**config.mk**
```make
export PLATFORM = sky130hd
export DESIGN_NAME = ocp_strike_filter
export DESIGN_NICKNAME = d
export VERILOG_FILES = /design/src/rtl/ocp_filt_pkg.sv /design/src/rtl/ocp_trip_qual.sv /design/src/rtl/ocp_hs_hold.sv /design/src/rtl/ocp_strike_ctr.sv /design/src/rtl/ocp_strike_filter.sv
export SDC_FILE = /design/constraint.sdc
export NUM_CORES = 1
export LEC_CHECK = 0
export BUFFER_PORTS_ARGS = -buffer_cell sky130_fd_sc_hd__clkbuf_2
export CAP_MARGIN = 20
export CORE_UTILIZATION = 30
export DETAILED_ROUTE_END_ITERATION = 10
export HOLD_SLACK_MARGIN = 0.03
export SLEW_MARGIN = 15
export SYNTH_ARGS = -nofsm -noshare
export SYNTH_HDL_FRONTEND = slang
export SYNTH_SLANG_ARGS = --single-unit
```
**constraint.sdc**
```tcl
create_clock -name clk -period 3.4 [get_ports clk]
set_clock_uncertainty 0.15 [all_clocks]
set_input_delay 0.17 -clock clk [delete_from_list [all_inputs] [get_ports clk]]
set_output_delay 0.17 -clock clk [all_outputs]
set_load 0.02 [all_outputs]
```
**src/rtl/ocp_filt_pkg.sv**
```systemverilog
package ocp_filt_pkg;

  // True when adding one strike to cnt_now reaches the limit.
  function automatic logic strike_reaches(input int cnt_now, input int limit);
    return (cnt_now + 1) >= limit;
  endfunction

  // True when one more clean period completes the clean run.
  function automatic logic clean_expires(input int run_now, input int limit);
    return (run_now + 1) >= limit;
  endfunction

endpackage

```
**src/rtl/ocp_trip_qual.sv**
```systemverilog
module ocp_trip_qual (
  input  logic clk,
  input  logic rst_n,
  input  logic active,
  input  logic cyc_strobe,
  input  logic blank_done,
  input  logic cmp_trip,
  output logic trip_ev,
  output logic period_tripped
);

  logic seen_q;

  // A strobe clock starts a new period and is never sampled.
  assign trip_ev        = active & blank_done & cmp_trip & ~cyc_strobe & ~seen_q;
  assign period_tripped = seen_q;

  always_ff @(posedge clk or negedge rst_n) begin
    if (!rst_n)          seen_q <= 1'b0;
    else if (!active)    seen_q <= 1'b0;
    else if (cyc_strobe) seen_q <= 1'b0;
    else if (trip_ev)    seen_q <= 1'b1;
  end

endmodule

```
**src/rtl/ocp_hs_hold.sv**
```systemverilog
module ocp_hs_hold (
  input  logic clk,
  input  logic rst_n,
  input  logic active,
  input  logic trip_ev,
  input  logic cyc_strobe,
  input  logic cmp_trip,
  output logic hs_hold
);

  logic release_now;

  assign release_now = cyc_strobe & ~cmp_trip;

  always_ff @(posedge clk or negedge rst_n) begin
    if (!rst_n)           hs_hold <= 1'b0;
    else if (!active)     hs_hold <= 1'b0;
    else if (trip_ev)     hs_hold <= 1'b1;
    else if (release_now) hs_hold <= 1'b0;
  end

endmodule

```
**src/rtl/ocp_strike_ctr.sv**
```systemverilog
module ocp_strike_ctr
  import ocp_filt_pkg::*;
#(
  parameter int STRIKE_LIMIT = 3,
  parameter int CLEAN_LIMIT  = 7,
  localparam int SW  = $clog2(STRIKE_LIMIT + 1),
  localparam int CLW = $clog2(CLEAN_LIMIT + 1)
) (
  input  logic           clk,
  input  logic           rst_n,
  input  logic           active,
  input  logic           trip_ev,
  input  logic           cyc_strobe,
  input  logic           period_tripped,
  output logic [SW-1:0]  strike_cnt,
  output logic [CLW-1:0] clean_run,
  output logic           ocp_fault,
  output logic           limit_hit,
  output logic           clean_expire
);

  logic clean_close;

  // A strobe closes a period; it is clean if no strike landed in it.
  assign clean_close  = cyc_strobe & ~period_tripped & (strike_cnt != '0);
  assign limit_hit    = trip_ev & strike_reaches(int'(strike_cnt), STRIKE_LIMIT);
  assign clean_expire = clean_close & clean_expires(int'(clean_run), CLEAN_LIMIT);

  always_ff @(posedge clk or negedge rst_n) begin
    if (!rst_n) begin
      strike_cnt <= '0;
      clean_run  <= '0;
      ocp_fault  <= 1'b0;
    end else if (!active) begin
      strike_cnt <= '0;
      clean_run  <= '0;
      ocp_fault  <= 1'b0;
    end else begin
      ocp_fault <= limit_hit;
      if (trip_ev) begin
        clean_run  <= '0;
        strike_cnt <= limit_hit ? '0 : strike_cnt + SW'(1);
      end else if (cyc_strobe) begin
        if (clean_expire) begin
          strike_cnt <= '0;
          clean_run  <= '0;
        end else if (clean_close) begin
          clean_run <= clean_run + CLW'(1);
        end else begin
          clean_run <= '0;
        end
      end
    end
  end

endmodule

```
**src/rtl/ocp_strike_filter.sv**
```systemverilog
module ocp_strike_filter #(
  parameter int STRIKE_LIMIT = 3,
  parameter int CLEAN_LIMIT  = 7,
  localparam int SW  = $clog2(STRIKE_LIMIT + 1),
  localparam int CLW = $clog2(CLEAN_LIMIT + 1)
) (
  input  logic          clk,
  input  logic          rst_n,
  input  logic          enable,
  input  logic          hiccup,
  input  logic          cyc_strobe,
  input  logic          blank_done,
  input  logic          cmp_trip,
  input  logic          iset_clamped,
  output logic          hs_hold,
  output logic          ocp_fault,
  output logic [SW-1:0] strike_cnt,
  output logic          fixed_thr_sel
);

  logic           active;
  logic           trip_ev;
  logic           period_tripped;
  logic [CLW-1:0] clean_run;
  logic           limit_hit;
  logic           clean_expire;

  assign active = enable & ~hiccup;

  ocp_trip_qual u_qual (
    .clk            (clk),
    .rst_n          (rst_n),
    .active         (active),
    .cyc_strobe     (cyc_strobe),
    .blank_done     (blank_done),
    .cmp_trip       (cmp_trip),
    .trip_ev        (trip_ev),
    .period_tripped (period_tripped)
  );

  ocp_hs_hold u_hold (
    .clk        (clk),
    .rst_n      (rst_n),
    .active     (active),
    .trip_ev    (trip_ev),
    .cyc_strobe (cyc_strobe),
    .cmp_trip   (cmp_trip),
    .hs_hold    (hs_hold)
  );

  ocp_strike_ctr #(
    .STRIKE_LIMIT (STRIKE_LIMIT),
    .CLEAN_LIMIT  (CLEAN_LIMIT)
  ) u_ctr (
    .clk            (clk),
    .rst_n          (rst_n),
    .active         (active),
    .trip_ev        (trip_ev),
    .cyc_strobe     (cyc_strobe),
    .period_tripped (period_tripped),
    .strike_cnt     (strike_cnt),
    .clean_run      (clean_run),
    .ocp_fault      (ocp_fault),
    .limit_hit      (limit_hit),
    .clean_expire   (clean_expire)
  );

  always_ff @(posedge clk or negedge rst_n) begin
    if (!rst_n) fixed_thr_sel <= 1'b0;
    else        fixed_thr_sel <= iset_clamped;
  end

endmodule

```
==> results of run 1 <==
-- power groups by stage --
stage	combinational (mW)	sequential (mW)	clock (mW)
6_report	0.0226	0.110	0.0811
5_1_grt	0.0251	0.110	0.0896
4_1_cts	0.0229	0.110	0.0846
3_5_place_dp	0.0201	0.112	0
3_3_place_gp	0.0202	0.112	0
2_1_floorplan	0.00840	0.113	0
-- placed cells by master (no fill, tap or decap) --
cell	n
clkbuf_4	3
dlygate4sd3_1	3
clkbuf_2	12
a32o_1	1
a21oi_1	1
nor2b_1	1
nor4bb_1	1
a31o_2	1
nor3b_4	1
nor2_1	2
nand4b_1	1
o21ai_0	2
nand4_1	1
dfrtp_1	9
nor3b_1	1
clkbuf_1	1
inv_1	3
nand3_1	5
nand2b_1	1
nor3_2	1
nor4_1	1
a22o_1	1
nor3_1	2
ha_1	4
nand2_1	1
a311oi_2	1
or2b_1	1
nand3b_1	1
-- state kept, by name (all words and copies together), names as in the netlist --
signal	cells
u_ctr.ocp_fault	1
u_ctr.clean_run	3
u_hold.hs_hold	1
u_qual.period_tripped	1
fixed_thr_sel	1
u_ctr.strike_cnt	2
-- final cells by class --
| type | count | area share [%] |
|---|---|---|
| clock buffer | 4 | 4.23 |
| inverter | 3 | 1.81 |
| multi-input combinational | 32 | 40.0 |
| sequential | 9 | 36.2 |
| tap | 16 | 3.22 |
| timing repair buffer | 15 | 14.5 |
-- worst max-delay path: cells and delay by family, from the launching register on --
family                     cells  cell delay, ns
and+or+nand+nor                1            0.25
DFF                            1            0.41
adders and majority gates      1            0.23
buffers and inverters          1            0.08
AOI/OAI and AO/OA              2            0.38
-- cell families (layout without fill, tap and decap cells) --
logic type	count (synthesis)	in the layout	synth area share, %
buf+inv	3	22	2.32
simple gates	21	21	29.1
compound gates	7	7	11.9
flops	9	9	46.4
fa+ha+maj	4	4	10.3
-- metal layers --
metal	wire [µm]	global-route usage (%)	up-vias
li1	-	-	202
met1	414	13.8	188
met2	399	17.8	11
met3	59	7.76	0
met4	0	1.88	0
met5	0	0	-
-- what timing repair did --
item	4_1_cts	5_1_grt
endpoints found under the hold margin	11	0
hold buffers	3	0
resized for setup	0	0
-- worst min-delay path by stage --
stage,depth (start not counted),from,end
after global routing,3,blank_done,u_qual.period_tripped
after global placement,1,rst_n,u_ctr.ocp_fault
after floorplan,0,rst_n,fixed_thr_sel
final,3,blank_done,u_qual.period_tripped
after detailed placement,1,rst_n,u_ctr.ocp_fault
after CTS,3,blank_done,u_qual.period_tripped
-- through the flow --
step                      power, mW  instance area, µm²  instances  utilization (%)  hold WS, ns
after floorplan               0.121                 485         44                -       -0.276
final                         0.213                 622         79             41.3       0.0754
after global routing          0.224                 622         79             41.3       0.0834
after CTS                     0.217                 622         79             41.3       0.0619
after detailed placement      0.132                 566         72             37.5       -0.114
after global placement        0.132                 566         72             37.5       -0.113
==> impl_metrics.toml, run 1 <==
[outcome]
status = "completed"

[clock_tree]
cts_setup_buffers = 0
clock_latency_ns = 0.26
cts_tree = "done"
cts_sinks = 9
numCtsBuffers = 3
path_clk_slew_ns = 0.06
htree_levels = 1
cts_root_buffer = "clkbuf_4"
cts_buffer_depth = 2

[synthesis]
syn_area_per_cell_um2 = 11.0
syn_nets = 56
synth.area.top_cells = "dfrtp_1, ha_1, nand3_1, nor3b_4, a311oi_2"
ys_async_sr_fraction_pct = 100
netlist_area_um2 = 485
synth.top_cell.area_share_pct = 46.4
synth_common_cells = "dfrtp_1, nand3_1, ha_1"
yosysWarnings = 0
yosysTopAreaCell = "dfrtp_1"
ys_seq_area_share_pct = 46.4
synth_edf_count = 0
synth.distinct_cells = 24
syn_inst = 44
ys_ff_latch = 9
ys.flop_type = "dfrtp_1"
synth.most_common_cell = "dfrtp_1"

[final_layout]
drive_above_1_share_pct = 30.2
n_antenna_cell = 0
nets = 76
multi_input_area_um2 = 249
fill_cells = 155
syn_to_final_growth_pct = 28.1
seq_area_um2 = 225

[sta]
rsz0062_at_grt = "false"
slew_violations = 0
timing.final.crit_share_pct = 47.5
max_slew_margin_pct = 76.0
tns_ns = 0
setup_slack_ns = 1.79
worstMarginPinSlew_ns = 0.360
max_freq_ghz = 0.620
setup_violations = 0
hold_viol_final = 0
min_period_ns = 1.61

[die]
initial_core_util_pct = 32.2
ios = 13
die_h_um = 42.2
die_x_um = 42.2
die_area_um2 = 1780
rows = 14
coreArea_um2 = 1510

[route]
via_count = 401
antenna_left = 0
drtIter0Drc = 7
drc = 0
drtPass1Iterations = 2
wire_per_inst_um = 11.1
viasPerCell = 5.08
routed_wirelength_um = 873

[worst_setup_path]
r2r_start = "u_ctr.strike_cnt[0]"
crit_path_max_incr_delay_ns = 0.41
r2r-end = "u_ctr.strike_cnt[0]"
ff2ff_path_depth = 5
cp_cell_sequence = "inv_1, ha_1, nor3b_4, a311oi_2, a22o_1"
critPathMaxFanout = 5
critical_path_class = "reg -> reg"
end_kind = "flop"
crit_path_start = "u_ctr.strike_cnt[0]"
crit_path_end = "u_ctr.strike_cnt[0]"
worstPathRequired_ns = 3.40
cpMaxStageDelayCell = "dfrtp_1"
startpoint_type = "flop"
reg2reg_setup_slack_ns = 1.79
arrival_ns = 1.61

[placement]
place_ws_ns = 1.78
port_buffers = 12
dpl.hpwl_um = 682
gp_congestion = 0.781

[power]
p_switching_uw = 49.3
leakage_nw = 0.286
switching_share_pct = 23.1
power_frac_seq_pct = 51.4
ir_drop_v = 0.000185
p_clk_share_pct = 38.0
powerDensity_nw_per_um2 = 343
p_int_uw = 164
p_comb_share_pct = 10.6

[min_path]
hp-class = "in -> reg"

[job]
maxCapViolations = 0

[global_route]
grt_pass1_vias = 378
grt_use_total_pct = 11.6
grt_max_degree = 10
grt-ovfl-total = 0
antenna_found_initial = 0
grt_pass1_wl_um = 1500
No activity file was read; power rests on OpenSTA's default activity.
==> run 2, diff against run 1 <==
==> constraint.sdc (replaced) <==
create_clock -name clk -period 1.3 [get_ports clk]
set_clock_uncertainty 0.15 [all_clocks]
set_input_delay 0.065 -clock clk [delete_from_list [all_inputs] [get_ports clk]]
set_output_delay 0.065 -clock clk [all_outputs]
set_load 0.02 [all_outputs]
==> impl_metrics.toml, run 2 (same netlist as run 1, synthesis figures left out) <==
[final_layout]
multi_input_area_um2 = 267
n_antenna_cell = 0
syn_to_final_growth_pct = 50.0
seq_area_um2 = 228
final_cells = 89
drive_above_1_share_pct = 43.8
fill_cells = 149
nets = 86
reg.largest.list = "u_ctr.clean_run (3), u_ctr.strike_cnt (2)"
final_cell_mix = "clkbuf_2, dfrtp_1, dlygate4sd3_1, buf_4, nand3_1"
final_common_cell = "clkbuf_2"
largest_reg_flops = 3
top_register = "u_ctr.clean_run"

[sta]
max_freq_ghz = 0.709
setup_violations = 5
tns_ns = -0.402
setup_slack_ns = -0.110
rsz0062_at_grt = "true"
worstMarginPinSlew_ns = 0.397
max_slew_margin_pct = 73.5
timing.final.crit_share_pct = 108
hold_viol_final = 0
min_period_ns = 1.41
slew_violations = 0

[route]
antenna_left = 0
wire_per_inst_um = 12.2
routed_wirelength_um = 1080
drtIter0Drc = 8
drtPass1Iterations = 4
drc = 0
via_count = 446
viasPerCell = 5.01

[power]
powerDensity_nw_per_um2 = 790
ir_drop_v = 0.000528
leakage_nw = 0.334

[die]
initial_core_util_pct = 32.2
die_x_um = 42.2
rows = 14
die_h_um = 42.2
coreArea_um2 = 1510
die_area_um2 = 1780
ios = 13

[clock_tree]
cts_tree = "done"
numCtsBuffers = 3
clock_latency_ns = 0.26
cts_buffer_depth = 2
cts_sinks = 9
path_clk_slew_ns = 0.06
htree_levels = 1
cts_root_buffer = "clkbuf_4"

[placement]
dp.cells = 78
dpl.hpwl_um = 833
port_buffers = 12
gp_congestion = 0.746

[worst_setup_path]
path_delay_family = "compound AO/OA/AOI/OAI gates"
crit_path_max_incr_delay_ns = 0.36
worstPathRequired_ns = 1.30
end_kind = "flop"
cpMaxStageDelayCell = "dfrtp_2"
arrival_ns = 1.41
critPathMaxFanout = 2
cp_cell_sequence = "inv_2, ha_4, nor3b_4, a311oi_2, a22o_1"
critical_path_class = "reg -> reg"
startpoint_type = "flop"
worstPathBufferInverterCount = 1

[global_route]
grt-ovfl-total = 0
grt_pass1_vias = 450
antenna_found_initial = 0
grt_pass1_wl_um = 1930
grt_max_degree = 10
grt_use_total_pct = 14.6

[job]
maxCapViolations = 0

[min_path]
hp-class = "in -> async"

[outcome]
status = "finished, violations left"
violations = "setup timing"
## run 2: changes by cell type in the layout (fill, tap and decap cells not counted), sizes merged
cell | previous run | this run
dlygate4sd3 | 3 | 7
buf | 0 | 6
clkbuf | 16 | 15
clkinv | 0 | 1
## run 2: what timing repair did
action / in CTS / in global routing
endpoints found under the hold margin: 15 / 0
setup endpoints to repair: 5 / 7
pin swaps: 4 / 0
gates resized for setup: 1 / 0
gates cloned: 0 / 0
buffers inserted: 0 / 0
hold buffers: 7 / 0
## run 2: final timing paths
kind,endpoint,slack [ns],start,cells past startpoint
worst max-delay path,u_ctr.strike_cnt[0],-0.11,u_ctr.strike_cnt[0],5
worst min-delay path,u_ctr.clean_run[1],0.04,rst_n,2
worst max register to register,u_ctr.strike_cnt[0],-0.11,u_ctr.strike_cnt[0],5
worst min register to register,u_ctr.clean_run[0],0.33,u_ctr.clean_run[0],1
max in group asynchronous,u_ctr.strike_cnt[0],0.76,rst_n,2
min in group clk,u_hold.hs_hold,0.05,cmp_trip,3
## run 2: where the power goes
group / leakage [nW] / total [mW] / internal, mW / switching, mW
Sequential: 0.120 / 0.286 / 0.284 / 0.00193
Combinational: 0.197 / 0.0797 / 0.0413 / 0.0384
Clock: 0.0177 / 0.210 / 0.113 / 0.0968
## run 2: cell type report
type	count	share of cell area [%]
Clock buffer	3	3.09
Clock inverter	1	0.687
Inverter	3	1.55
Multi-Input combinational cell	32	36.6
Sequential cell	9	31.3
Tap cell	16	2.75
Timing Repair Buffer	25	24.1
## run 2: worst reg2reg max path, cell delays in order, from the launching register on
cell and delay, ns:
dfrtp_2 0.36, inv_2 0.05, ha_4 0.16, nor3b_4 0.21, a311oi_2 0.14, a22o_1 0.23
## run 2: routing by layer
layer | vias to the layer above | routed length, µm | global-route usage [%]
met5 | - | 0 | 0
met4 | 0 | 12 | 7.50
met3 | 2 | 46 | 3.88
met2 | 9 | 531 | 22.8
met1 | 212 | 491 | 18.4
li1 | 223 | - | -
## run 2: through the flow
stage / worst slack, ns / cell area [µm²] / hold slack, ns / total power [mW] / util, %
floorplan: -0.203 / 500 / -0.381 / 0.319 / -
global placement: -0.0824 / 626 / -0.213 / 0.353 / 41.5
detailed placement: -0.126 / 626 / -0.216 / 0.354 / 41.5
CTS: -0.122 / 728 / 0.0346 / 0.586 / 48.3
global route: -0.172 / 728 / 0.0562 / 0.609 / 48.3
finish: -0.110 / 728 / 0.0374 / 0.575 / 48.3
==> run 3, diff against run 2 <==
--- a/config.mk
+++ b/config.mk
@@ -5,7 +5,7 @@
 export SDC_FILE = /design/constraint.sdc
 export NUM_CORES = 1
 export LEC_CHECK = 0
-export BUFFER_PORTS_ARGS = -buffer_cell sky130_fd_sc_hd__clkbuf_2
+export BUFFER_PORTS_ARGS = -buffer_cell sky130_fd_sc_hd__buf_2
 export CAP_MARGIN = 20
 export CORE_UTILIZATION = 30
 export DETAILED_ROUTE_END_ITERATION = 10
==> impl_metrics.toml, run 3 (same netlist as run 1, synthesis figures left out) <==
[clock_tree]
cts_root_buffer = "clkbuf_4"
numCtsBuffers = 3
cts_buffer_depth = 2
path_clk_slew_ns = 0.06
cts_sinks = 9
cts_tree = "done"
htree_levels = 1
clock_latency_ns = 0.26

[final_layout]
syn_to_final_growth_pct = 68.6
final_common_cell = "buf_2"
final_cell_mix = "buf_2, dlygate4sd3_1, dfrtp_1, buf_4, nand3_1"
reg.largest.list = "u_ctr.clean_run (3), u_ctr.strike_cnt (2)"
fin_area_um2 = 818
top_register = "u_ctr.clean_run"
drive_above_1_share_pct = 48.1
largest_reg_flops = 3
n_antenna_cell = 0
nets = 90

[power]
powerDensity_nw_per_um2 = 725
p_int_uw = 452
p_clk_share_pct = 36.0
p_switching_uw = 141
ir_drop_v = 0.000550
p_comb_share_pct = 15.7
power_frac_seq_pct = 48.3
switching_share_pct = 23.7
leakage_nw = 0.364

[worst_setup_path]
worstPathRequired_ns = 1.30
cp_cell_sequence = "inv_2, ha_4, nor3b_4, a311oi_2, a22o_1"
end_kind = "flop"
cpMaxStageDelayCell = "dfrtp_2"
crit_path_max_incr_delay_ns = 0.36
ff2ff_path_depth = 5
critPathMaxFanout = 2
startpoint_type = "flop"
arrival_ns = 1.42
critical_path_class = "reg -> reg"

[route]
routed_wirelength_um = 1160
antenna_left = 0
drc = 0
via_count = 459
viasPerCell = 4.94
wire_per_inst_um = 12.4
drtPass1Iterations = 4
drtIter0Drc = 5

[outcome]
status = "finished, violations left"
violations = "setup timing"

[sta]
setup_slack_ns = -0.127
hold_viol_final = 0
max_freq_ghz = 0.701
rsz0062_at_grt = "true"
setup_violations = 7
timing.final.crit_share_pct = 110
min_period_ns = 1.43
worstMarginPinSlew_ns = 0.384
slew_violations = 0
max_slew_margin_pct = 74.3

[die]
ios = 13
die_x_um = 42.2
coreArea_um2 = 1510
die_area_um2 = 1780
rows = 14
initial_core_util_pct = 32.2
die_h_um = 42.2

[global_route]
antenna_found_initial = 0
grt_pass1_wl_um = 1960
grt_use_total_pct = 15.2
grt_max_degree = 7
met3_usage_pct = 4.31
met2_usage_pct = 20.3
grt-busiest-layer = "met1"
grt-ovfl-total = 0
grt_pass1_vias = 441
grt_util_met1_pct = 20.7

[placement]
dpl_cell_area_um2 = 618
place_ws_ns = -0.100
dpl.hpwl_um = 752
port_buffers = 12
gp_congestion = 0.747

[min_path]
hold_depth = 4
hp-class = "in -> reg"

[job]
maxCapViolations = 0
run 3: cell types whose count changed in the layout (fill, tap and decap cells not counted), sizes merged:
cell / change
dlygate4sd3: +3
buf: +13
clkinv: -1
clkbuf: -11
run 3: area by class of cell:
cell class,count,area [µm²]
repair buffers,29,216
inverters,3,11.3
well taps,16,20.0
flip-flops and latches,9,228
multi-input cells,32,317
clock buffers,4,26.3
fillers,148,688
run 3: metrics by stage:
stage                     total power, mW  util (%)  TNS (ns)  hold WS (ns)  cells
after floorplan                     0.319         -    -0.501        -0.381     44
after CTS                           0.600      49.8    -0.359        0.0362     91
after detailed placement            0.352      41.0    -0.398        -0.220     77
after global routing                0.630      54.3    -0.964        0.0970     93
final                               0.593      54.3    -0.461        0.0751     93
after global placement              0.352      41.0    -0.318        -0.220     77
run 3: path summary, 6_finish.rpt:
check                                         start             endpoint  slack (ns)
worst max-delay path            u_ctr.strike_cnt[1]  u_ctr.strike_cnt[0]       -0.13
max in group asynchronous                     rst_n  u_ctr.strike_cnt[0]        0.18
worst min register to register   u_ctr.clean_run[0]   u_ctr.clean_run[0]        0.33
worst min-delay path                     cyc_strobe   u_ctr.clean_run[1]        0.08
worst max register to register  u_ctr.strike_cnt[1]  u_ctr.strike_cnt[0]       -0.13
min in group asynchronous                     rst_n   u_ctr.clean_run[2]        0.58
run 3: power by group through the flow:
stage | registers, mW | logic (mW) | clock network, mW
2_1_floorplan | 0.296 | 0.0231 | 0
3_3_place_gp | 0.291 | 0.0610 | 0
3_5_place_dp | 0.291 | 0.0612 | 0
4_1_cts | 0.286 | 0.0855 | 0.228
5_1_grt | 0.286 | 0.102 | 0.241
6_report | 0.286 | 0.0933 | 0.214
run 3: timing repair:
item / in CTS / in global routing
gates resized for setup: 1 / 10
pin swaps: 2 / 4
cloned: 0 / 0
setup buffers: 0 / 2
endpoints found under the setup margin: 5 / 7
hold endpoints to repair: 15 / 0
hold buffers: 10 / 0
run 3: worst max-delay path: cells and delay by family (launching register included):
kind / cells / cell delay [ns]
AOI/OAI and AO/OA: 2 / 0.38
DFF: 1 / 0.36
and+or+nand+nor: 1 / 0.22
adders and majority gates: 1 / 0.15
buffers and inverters: 1 / 0.05
run 3: per-layer routing:
layer  routed length, µm  part of all wire (%)  vias up
met4                  37                   3.2        0
li1                    -                     -      230
met2                 517                    45        9
met1                 559                    48      216
met3                  41                   3.5        4
met5                   0                     0        -
